## src/rtl/rb_pkg.sv

```systemverilog
package rb_pkg;

    typedef enum logic [1:0] {
        ACC_RO = 2'd0,
        ACC_WO = 2'd1,
        ACC_RW = 2'd2
    } acc_e;

    typedef enum logic [1:0] {
        S_IDLE  = 2'd0,
        S_WRITE = 2'd1,
        S_READ  = 2'd2,
        S_HOLD  = 2'd3
    } bank_state_e;

endpackage

```

## src/rtl/rb_sync.sv

```systemverilog
module rb_sync #(
    parameter int N      = 3,
    parameter int STAGES = 2
) (
    input  logic         clk,
    input  logic         rst_n,
    input  logic [N-1:0] d,
    output logic [N-1:0] q
);
    logic [N-1:0] chain [STAGES];

    always_ff @(posedge clk or negedge rst_n) begin
        if (!rst_n) begin
            for (int s = 0; s < STAGES; s++) chain[s] <= '0;
        end else begin
            chain[0] <= d;
            for (int s = 1; s < STAGES; s++) chain[s] <= chain[s-1];
        end
    end

    assign q = chain[STAGES-1];
endmodule

```

## src/rtl/rb_rise.sv

```systemverilog
module rb_rise #(
    parameter int N = 2
) (
    input  logic         clk,
    input  logic         rst_n,
    input  logic [N-1:0] lvl,
    output logic [N-1:0] rise
);
    logic [N-1:0] prev;

    always_ff @(posedge clk or negedge rst_n) begin
        if (!rst_n) prev <= '0;
        else        prev <= lvl;
    end

    assign rise = lvl & ~prev;
endmodule

```

## src/rtl/rb_decode.sv

```systemverilog
module rb_decode #(
    parameter int                  NREG    = 4,
    parameter int                  AW      = 8,
    parameter logic [AW-1:0]       BASE    = '0,
    parameter logic [NREG*AW-1:0]  OFFSETS = '0
) (
    input  logic [AW-1:0]   addr,
    output logic [NREG-1:0] hit
);
    for (genvar i = 0; i < NREG; i++) begin : g_match
        localparam logic [AW-1:0] SLOT_ADDR = AW'(BASE + OFFSETS[i*AW +: AW]);
        assign hit[i] = (addr == SLOT_ADDR);
    end
endmodule

```

## src/rtl/rb_slot.sv

```systemverilog
module rb_slot #(
    parameter int          DW    = 16,
    parameter int          WIDTH = 16,
    parameter logic [1:0]  ACC   = 2'd2,
    parameter logic [DW-1:0] INIT = '0
) (
    input  logic          clk,
    input  logic          rst_n,
    input  logic          we,
    input  logic [DW-1:0] wdata,
    input  logic [DW-1:0] status,
    output logic [DW-1:0] q,
    output logic [DW-1:0] rd_val
);
    import rb_pkg::*;

    localparam logic [DW-1:0] MASK = {DW{1'b1}} >> (DW - WIDTH);
    localparam acc_e          KIND = acc_e'(ACC);

    logic unused_in;
    assign unused_in = ^{status, wdata, we, clk, rst_n};

    if (KIND == ACC_RO) begin : g_ro
        assign q      = '0;
        assign rd_val = status & MASK;
    end else begin : g_store
        logic [DW-1:0] store;

        always_ff @(posedge clk or negedge rst_n) begin
            if (!rst_n)  store <= INIT & MASK;
            else if (we) store <= wdata & MASK;
        end

        assign q = store;
        if (KIND == ACC_WO) begin : g_wo
            assign rd_val = '0;
        end else begin : g_rw
            assign rd_val = store;
        end
    end
endmodule

```

## src/rtl/regbank_top.sv

```systemverilog
module regbank_top
    import rb_pkg::*;
#(
    parameter int                 NREG     = 4,
    parameter int                 DW       = 16,
    parameter int                 AW       = 8,
    parameter logic [AW-1:0]      BASE     = 8'h40,
    parameter logic [NREG*AW-1:0] OFFSETS  = {8'h0C, 8'h08, 8'h04, 8'h00},
    parameter logic [NREG*8-1:0]  WIDTHS   = {8'd5, 8'd8, 8'd12, 8'd16},
    parameter logic [NREG*2-1:0]  ACCESS   = {2'd2, 2'd1, 2'd0, 2'd2},
    parameter logic [NREG*DW-1:0] DEFAULTS = {16'h0011, 16'h003C, 16'h0000, 16'hA5A5}
) (
    input  logic               clk,
    input  logic               rst_n,
    input  logic               bus_cs_n,
    input  logic               bus_we_n,
    input  logic               bus_re_n,
    input  logic [AW-1:0]      bus_addr,
    input  logic [DW-1:0]      bus_wdata,
    output logic [DW-1:0]      bus_rdata,
    input  logic [NREG*DW-1:0] status_in,
    output logic [NREG*DW-1:0] reg_out,
    output logic [NREG-1:0]    wr_strobe,
    output logic [NREG-1:0]    rd_strobe
);
    // bus strobes, bit 2 = select, 1 = write, 0 = read (active high here)
    logic [2:0] bus_raw;
    logic [2:0] bus_sync;
    logic       wr_lvl, rd_lvl;
    logic [1:0] req_rise;

    assign bus_raw = {~bus_cs_n, ~bus_we_n, ~bus_re_n};

    rb_sync #(.N(3), .STAGES(2)) u_sync (
        .clk   (clk),
        .rst_n (rst_n),
        .d     (bus_raw),
        .q     (bus_sync)
    );

    assign wr_lvl = bus_sync[2] & bus_sync[1];
    assign rd_lvl = bus_sync[2] & bus_sync[0];

    rb_rise #(.N(2)) u_rise (
        .clk   (clk),
        .rst_n (rst_n),
        .lvl   ({wr_lvl, rd_lvl}),
        .rise  (req_rise)
    );

    logic [NREG-1:0] hit;

    rb_decode #(.NREG(NREG), .AW(AW), .BASE(BASE), .OFFSETS(OFFSETS)) u_dec (
        .addr (bus_addr),
        .hit  (hit)
    );

    // per-register permission and storage
    logic [NREG-1:0] wr_ok, rd_ok;
    logic [DW-1:0]   rd_val [NREG];

    for (genvar i = 0; i < NREG; i++) begin : g_reg
        localparam acc_e KIND  = acc_e'(ACCESS[i*2 +: 2]);
        localparam int   WIDTH = int'(WIDTHS[i*8 +: 8]);

        assign wr_ok[i] = hit[i] && (KIND != ACC_RO);
        assign rd_ok[i] = hit[i] && (KIND != ACC_WO);

        rb_slot #(
            .DW    (DW),
            .WIDTH (WIDTH),
            .ACC   (ACCESS[i*2 +: 2]),
            .INIT  (DEFAULTS[i*DW +: DW])
        ) u_slot (
            .clk    (clk),
            .rst_n  (rst_n),
            .we     (wr_strobe[i]),
            .wdata  (bus_wdata),
            .status (status_in[i*DW +: DW]),
            .q      (reg_out[i*DW +: DW]),
            .rd_val (rd_val[i])
        );
    end

    logic [DW-1:0] rd_mux;
    always_comb begin
        rd_mux = '0;
        for (int i = 0; i < NREG; i++)
            if (hit[i]) rd_mux = rd_mux | rd_val[i];
    end

    // controller
    bank_state_e state, state_nx;

    always_ff @(posedge clk or negedge rst_n) begin
        if (!rst_n) state <= S_IDLE;
        else        state <= state_nx;
    end

    always_comb begin
        state_nx = state;
        unique case (state)
            S_IDLE: begin
                if (req_rise[1])      state_nx = S_WRITE;
                else if (req_rise[0]) state_nx = S_READ;
            end
            S_WRITE: state_nx = S_HOLD;
            S_READ:  state_nx = S_HOLD;
            S_HOLD: begin
                if (!wr_lvl && !rd_lvl) state_nx = S_IDLE;
            end
        endcase
    end

    always_comb begin
        wr_strobe = '0;
        rd_strobe = '0;
        unique case (state)
            S_WRITE: wr_strobe = wr_ok;
            S_READ:  rd_strobe = rd_ok;
            S_IDLE, S_HOLD: ;
        endcase
    end

    always_ff @(posedge clk or negedge rst_n) begin
        if (!rst_n)                bus_rdata <= '0;
        else if (state == S_READ)  bus_rdata <= rd_mux;
    end
endmodule

```

## config.mk

```make
export PLATFORM = sky130hd
export DESIGN_NAME = regbank_top
export DESIGN_NICKNAME = d
export VERILOG_FILES = /design/src/rtl/rb_pkg.sv /design/src/rtl/rb_sync.sv /design/src/rtl/rb_rise.sv /design/src/rtl/rb_decode.sv /design/src/rtl/rb_slot.sv /design/src/rtl/regbank_top.sv
export SDC_FILE = /design/constraint.sdc
export NUM_CORES = 1
export LEC_CHECK = 0
export CORE_MARGIN = 4
export CORE_UTILIZATION = 32
export CTS_CLUSTER_DIAMETER = 120
export DETAILED_ROUTE_END_ITERATION = 10
export PLACE_DENSITY = 0.75
export SETUP_SLACK_MARGIN = 0.5
export SYNTH_ARGS = -nofsm -noshare
export SYNTH_HDL_FRONTEND = slang
export SYNTH_SLANG_ARGS = --single-unit
```

## constraint.sdc

```tcl
create_clock -name clk -period 2.4 [get_ports clk]
set_input_delay 0.6 -clock clk [delete_from_list [all_inputs] [get_ports clk]]
set_output_delay 0.6 -clock clk [all_outputs]
set_load 0.005 [all_outputs]
```

==> results of run 1 <==
==> cell type report <==
type / instances / area [um2]
clock buffer: 5 / 68.8
sequential: 55 / 1400
inverter: 9 / 33.8
multi-input combinational: 130 / 1150
fill: 734 / 4120
tap: 105 / 131
clock inverter: 3 / 67.6
timing repair buffer: 134 / 1210
==> worst max-delay path, stage by stage (launching register included) <==
cell and delay (ns):
dfrtp_1 0.40, inv_2 0.08, ha_4 0.13, or4bb_4 0.47
buf_6 0.14, nor4_4 0.19, buf_2 0.17
==> repair_timing <==
action | 4_1_cts | 5_1_grt
hold endpoints to repair | 0 | 0
gates resized for setup | 74 | 13
endpoints found under the setup margin | 65 | 29
buffers inserted | 12 | 4
pin swaps | 10 | 6
==> power by group <==
group          total (uW)  internal (uW)  leakage (uW)  switching, uW
registers            1030            989      0.000695           39.2
logic                 696            383       0.00121            313
clock network         721            416     0.0000644            305
total                2450           1790       0.00197            658
==> per-stage QoR <==
| step | util | instance area (um2) |
|---|---|---|
| after floorplan | - | 2830 |
| after global placement | 0.456 | 3730 |
| after detailed placement | 0.456 | 3730 |
| after CTS | 0.490 | 4010 |
| after global routing | 0.496 | 4060 |
| final | 0.496 | 4060 |
==> metal layers <==
| metal | share of wire | track usage |
|---|---|---|
| met5 | 0 | 0 |
| met4 | 0.0047 | 0.0305 |
| met3 | 0.074 | 0.0470 |
| met2 | 0.54 | 0.244 |
| met1 | 0.38 | 0.160 |
==> synthesized netlist by cell type, drive strengths merged <==
cell type,count
or3,3
buf,43
inv,9
a32oi,1
nand2,1
nand4bb,1
nor3,2
nand2b,1
nor4,8
mux2i,13
or4bb,1
o2bb2ai,7
conb,1
ha,5
nand4b,1
a221o,5
a22o,4
o21ai,2
nor2,1
clkbuf,4
nand4,2
dfstp,14
dfrtp,41
nor4bb,1
mux2,31
and2,2
or2b,1
==> flip-flops by register name, indices dropped and copies added (netlist names) <==
register      count
u_sync.chain      3
bus_rdata        16
u_rise.prev       2
u_sync.q          3
state             2
g.u_slot.q       29
==> logic make-up after synthesis <==
| logic type | count (synthesis) | synth area share |
|---|---|---|
| AOI/OAI and AO/OA | 19 | 0.0618 |
| adders and majority gates | 5 | 0.0234 |
| buffers and inverters | 56 | 0.139 |
| DFF | 55 | 0.522 |
| muxes | 44 | 0.179 |
| other | 1 | 0.00140 |
| and+or+nand+nor | 25 | 0.0735 |
==> path summary, 6_finish.rpt <==
path | to | slack [ns] | depth (start not counted)
min in group clk | u_sync.q[1] | 0.36 | 0
worst max register to register | g_reg[0].u_slot.q[11] | 0.18 | 7
worst min register to register | u_sync.q[1] | 0.36 | 0
max in group asynchronous | g_reg[0].u_slot.q[0] | 1.83 | 2
worst max-delay path | wr_strobe[0] | -0.09 | 6
worst min-delay path | bus_rdata[5] | 0.28 | 2
==> out/metrics.yaml, run 1 <==
crit_start: "state[1]"
core_um2: 8180
worstPathRequired_ns: 1.80
relSlewSlack: 0.590
clock_latency_ns: 0.31
end_kind: "output pin"
grt_use_total: 0.138
hold_buffers: 0
yosysSeqAreaShare: 0.522
max_freq_ghz: 0.402
final_nets: 433
num_antenna_cells: 0
drt-initial-drc-count: 47
grt_max_degree: 56
syn-cell-area_um2: 2670
start_util: 0.327
grt_first_pass_wirelength_mm: 10.8
path_class: "reg -> out"
root_buffer: "clkbuf_8"
viasPerCell: 4.52
grt_pass1_vias: 2115
finalWorstPathRequiredPeriod_ns: 2.49
layout_commonest_cell: "clkdlybuf4s50_1"
area_growth_pct: 51.9
clock_path_buffers: 2
start_kind: "flop"
fin_ws_ns: -0.0862
drc_errors: 0
synth_top_cell_by_area: "dfrtp_1"
netlist_instances: 205
clkSinkCount: 55
antenna_found_initial: 0
die_area_um2: 9870
failed_checks: "setup timing"
skew_ns: 0.00467
finalHoldWorstSlack_ns: 0.278
avgSynthCellArea_um2: 13.0
synth_top_area_frac: 0.384
run_status: "finished, violations left"
min-delay-path-class: "in -> async"
ir_drop_v: 0.000362
setup_viol: 3
rr_startpoint: "state[1]"
drtPass1Iterations: 4
power_density_nw_per_um2: 602
num_io_pins: 181
drtAntennaViolNets: 0
rows: 33
die_h_um: 99.4
total_power_uw: 2450
dp_slack_ns: -0.713
min_period_over_period: 1.04
synth-seq-cells: 55
via_count: 1993
hold_viol_final: 0
synthTopCellsByArea: "dfrtp_1, dfstp_2, mux2_2"
p_leak_uw: 0.00197
cts_inserted_buffers: 5
io_buffers: 91
htreeDepth: 2
clk_pin_slew_ns: 0.10
cap_violations: 0
ys_types: 32
gp_congestion: 0.738
tightest_slew_ns: 0.614
wl_mm: 6.83
finalNonFillerCells: 441
place_inst: 417
wire_per_inst_um: 15.5
dp_hpwl_mm: 5.00
overflow: 0
cts_tree: "yes"
die_w_um: 99.4
tns_ns: -0.232
drive_gt1_frac: 0.372
cp.arrival_ns: 1.89
path_max_fanout: 2
drv_slew: 0
ys_warn_count: 0
mostFrequentLayoutCells: "clkdlybuf4s50_1, dfrtp_1, conb_1"
rsz0062_at_grt: "yes"
(Power assumes the default switching activity.)
==> inputs of run 2 (changes only) <==
- SETUP_SLACK_MARGIN: 0.5 -> 0.4
==> run 2 against run 1 <==
Against the previous run:
- the flow still finishes with violations (setup timing)
- hold slack better by 0.00064 ns
- clock skew hardly changed
- final cell count is 0.45% lower
- critical path type unchanged
- largest cell class unchanged
- highest routed layer unchanged
==> out/metrics.yaml, run 2 (synthesis gave the netlist of run 1 again) <==
run_status: "finished, violations left"
failed_checks: "setup timing"
final_nets: 431
end_kind: "output pin"
num_io_pins: 181
clkSinkCount: 55
crit_start: "state[1]"
worstPathRequired_ns: 1.80
total_power_uw: 2390
dpl_cell_area_um2: 3730
io_buffers: 91
finalWorstPathRequiredPeriod_ns: 2.49
drt-initial-drc-count: 53
cp.arrival_ns: 1.89
clock_latency_ns: 0.30
rrSetupSlack_ns: 0.18
rows: 33
mostFrequentLayoutCells: "clkdlybuf4s50_1, dfrtp_1, conb_1"
r2r_cells: 7
fin_ws_ns: -0.0854
clock_path_buffers: 2
grt_first_pass_wirelength_mm: 10.6
start_kind: "flop"
start_util: 0.327
rr_startpoint: "state[1]"
ir_drop_v: 0.000356
path_max_fanout: 2
die_area_um2: 9870
cts_tree: "yes"
layout_commonest_cell: "clkdlybuf4s50_1"
fin_area_um2: 4060
area_growth_pct: 51.8
largest_register_ff_count: 29
finalHoldWorstSlack_ns: 0.279
htreeDepth: 2
antenna_found_initial: 0
drtPass1Iterations: 4
skew_ns: 0.00485
cts_inserted_buffers: 5
power_density_nw_per_um2: 590
via_count: 1995
drive_gt1_frac: 0.362
num_antenna_cells: 0
hold_buffers: 0
setup_viol: 3
core_um2: 8180
clk_pin_slew_ns: 0.10
wl_mm: 6.72
grt_use_total: 0.136
drv_slew: 0
min-delay-path-class: "in -> async"
max_freq_ghz: 0.402
final_util: 0.496
cp-endpoint: "wr_strobe[0]"
gp_congestion: 0.738
root_buffer: "clkbuf_8"
min_period_over_period: 1.04
reg2reg_to: "g_reg[0].u_slot.q[11]"
path_class: "reg -> out"
grt_pass1_vias: 2084
drtAntennaViolNets: 0
grt_max_degree: 56
rsz0062_at_grt: "yes"
dp_hpwl_mm: 5.00
wire_per_inst_um: 15.3
hold_viol_final: 0
cap_violations: 0
overflow: 0
die_w_um: 99.4
tightest_slew_ns: 0.609
die_h_um: 99.4
relSlewSlack: 0.594
viasPerCell: 4.54
p_leak_uw: 0.00204
drc_errors: 0
## run 2: cell types whose count changed in the layout (fill, tap and decap cells not counted), sizes merged
cell           previous run  this run
dlygate4sd2              15         2
dlymetal6s2s              1         9
clkdlybuf4s50            62        67
buf                      52        50
## run 2: how the worst min path moves through the flow
stage	from	end	slack, ns	cells past startpoint
final	rst_n	bus_rdata[5]	0.28	2
after detailed placement	u_sync.chain[4]	u_sync.q[1]	0.33	0
after floorplan	rst_n	bus_rdata[0]	0.30	0
after global routing	rst_n	bus_rdata[7]	0.28	2
after global placement	u_sync.chain[3]	u_sync.q[0]	0.33	0
after CTS	rst_n	bus_rdata[5]	0.28	2
## run 2: what timing repair did
item / 4_1_cts / 5_1_grt
pin swaps: 9 / 6
setup buffers: 8 / 6
resized for setup: 60 / 17
endpoints found under the setup margin: 38 / 37
gates cloned: 0 / 0
hold endpoints to repair: 0 / 0
## run 2: area by class of cell
| type | count | area (um2) |
|---|---|---|
| sequential | 55 | 1400 |
| clock inverter | 3 | 67.6 |
| clock buffer | 5 | 68.8 |
| tap | 105 | 131 |
| fill | 722 | 4120 |
| multi-input combinational | 130 | 1130 |
| timing repair buffer | 132 | 1230 |
| inverter | 9 | 33.8 |
## run 2: stage by stage
stage	setup TNS (ns)	std cells	worst slack, ns
after floorplan	-0.0475	241	-0.0475
after global placement	-10.03	417	-0.695
after detailed placement	-10.53	417	-0.713
after CTS	-0.612	433	-0.167
after global routing	-0.589	439	-0.176
final	-0.233	439	-0.0854
## run 2: worst max-delay path, cell delays in order (launching register included)
cell and delay (ns):
dfrtp_1 0.40, inv_2 0.08, ha_4 0.13, or4bb_4 0.47
buf_6 0.14, nor4_4 0.19, buf_2 0.17
## run 2: routing by layer
| layer | part of all wire | routed length, um | global-route usage |
|---|---|---|---|
| met1 | 0.38 | 2540 | 0.159 |
| met3 | 0.084 | 563 | 0.0470 |
| met4 | 0.0065 | 44 | 0.0305 |
| met2 | 0.53 | 3570 | 0.240 |
| met5 | 0 | 0 | 0 |
## run 2: power by group
group | leakage [uW] | switching (uW) | internal [uW]
combinational | 0.00128 | 293 | 348
sequential | 0.000695 | 39.7 | 989
clock | 0.0000644 | 307 | 416
==> inputs of run 3 (changes only) <==
- SKIP_LAST_GASP: default -> 1
==> run 3 against run 2 <==
Against the previous run:
- the flow still finishes with violations (setup timing)
- non-clock buffer count is 1 lower
- clock power hardly changed
- sequential share of layout area is 0.14 points higher
- clock skew hardly changed
- register-to-register slack hardly changed
- critical path type unchanged
- total power hardly changed
- via count is 0.15% higher
==> out/metrics.yaml, run 3 (synthesis gave the netlist of run 1 again) <==
grt_pass1_vias: 2082
start_kind: "flop"
wl_mm: 6.68
cp_top_family: "simple AND/OR/NAND/NOR gates"
drv_slew: 0
area_growth_pct: 51.2
path_max_fanout: 2
drt-initial-drc-count: 38
cp.arrival_ns: 1.88
layout_commonest_cell: "clkdlybuf4s50_1"
mostFrequentLayoutCells: "clkdlybuf4s50_1, dfrtp_1, conb_1"
r2r_cells: 7
met2_usage: 0.240
fin_ws_ns: -0.0844
ir_drop_v: 0.000355
num_antenna_cells: 0
cts_inserted_buffers: 5
clock_power_share: 0.303
cp_num_buf_inv: 3
die_area_um2: 9870
wire_per_inst_um: 15.2
cpPeakStageDelay_ns: 0.47
gp_congestion: 0.738
hold_viol_final: 0
p_leak_uw: 0.00202
dp_hpwl_mm: 5.00
globalRouteMet1Util: 0.159
rr_startpoint: "state[1]"
p_seq_frac: 0.430
fillers: 723
worstPathRequired_ns: 1.80
rrSetupSlack_ns: 0.18
io_buffers: 91
crit_chain: "inv_2 -> ha_4 -> or4bb_4 -> buf_6 -> nor4_4 -> buf_2"
cts_tree: "yes"
p_comb_frac: 0.267
clkSinkCount: 55
clk_pin_slew_ns: 0.10
register_area_um2: 1400
dpl_cell_area_um2: 3730
swShare: 0.267
multiInputGateArea_um2: 1130
drtPass1Iterations: 4
power_density_nw_per_um2: 592
via_count: 1998
largest_register_ff_count: 29
fin_area_um2: 4040
core_um2: 8180
drive_gt1_frac: 0.360
grt-busiest-layer: "met2"
die_w_um: 99.4
skew_ns: 0.00435
relSlewSlack: 0.595
grt_first_pass_wirelength_mm: 10.6
tightest_slew_ns: 0.607
grt_use_met3: 0.0470
grt_use_total: 0.136
drtAntennaViolNets: 0
cap_violations: 0
clock_path_buffers: 2
failed_checks: "setup timing"
start_util: 0.327
die_h_um: 99.4
cpMaxStageDelayCell: "or4bb_4"
path_class: "reg -> out"
end_kind: "output pin"
rsz0062_at_grt: "yes"
reg2reg_to: "g_reg[0].u_slot.q[11]"
grt_max_degree: 56
finalWorstPathRequiredPeriod_ns: 2.48
overflow: 0
p_switching_uw: 639
final_nets: 430
tns_ns: -0.227
worst-path-stages: 6
drc_errors: 0
hold_buffers: 0
final_util: 0.494
viasPerCell: 4.56
root_buffer: "clkbuf_8"
rows: 33
htreeDepth: 2
min-delay-path-class: "in -> async"
num_io_pins: 181
max_freq_ghz: 0.403
p_int_uw: 1750
clock_latency_ns: 0.30
antenna_found_initial: 0
min_period_over_period: 1.04
run_status: "finished, violations left"
setup_viol: 3
run 3: changes by cell type in the layout (fill, tap and decap cells not counted), sizes merged:
cell	previous run	this run
buf	50	47
clkbuf	7	9
dlymetal6s2s	9	8
clkdlybuf4s50	67	68
run 3: per-layer routing:
metal	up-vias	share of wire
met2	88	0.53
met3	5	0.085
met5	-	0
li1	908	-
met4	0	0.0066
met1	997	0.38
run 3: worst register-to-register path: stages (launching register included):
cell,delay [ns]
dfrtp_1,0.40
inv_2,0.08
ha_4,0.13
or4bb_4,0.47
buf_6,0.14
nor4_4,0.19
buf_4,0.33
mux2_2,0.37
run 3: timing repair:
item | in CTS | in global routing
gates resized for setup | 53 | 20
pin swaps | 9 | 6
buffers inserted | 8 | 5
setup endpoints to repair | 38 | 37
run 3: cell type report:
class,instances,share of cell area
sequential,55,0.345
timing repair buffer,131,0.300
multi-input combinational,130,0.279
tap,105,0.0325
clock buffer,5,0.0170
clock inverter,3,0.0167
inverter,9,0.00836
run 3: per-stage QoR:
stage	setup slack [ns]	instances	total power, uW	hold slack, ns
after global placement	-0.695	417	1560	0.334
after detailed placement	-0.713	417	1580	0.335
after global routing	-0.172	438	2530	0.277
final	-0.0844	438	2390	0.280
after floorplan	-0.0475	241	1330	0.304
after CTS	-0.167	433	2400	0.278
run 3: worst max path at each step:
stage,start,to,slack [ns]
after floorplan,bus_addr[1],wr_strobe[0],-0.05
after global placement,bus_addr[1],wr_strobe[0],-0.70
after detailed placement,bus_addr[1],rd_strobe[3],-0.71
after CTS,state[1],wr_strobe[0],-0.17
after global routing,state[1],wr_strobe[0],-0.17
final,state[1],wr_strobe[0],-0.08
run 3: power by group through the flow:
stage	Sequential [uW]	Combinational, uW	Clock, uW
finish	1030	639	723
global route	1030	707	793
CTS	1030	618	753
detailed placement	1040	541	0
global placement	1030	527	0
floorplan	1040	289	0
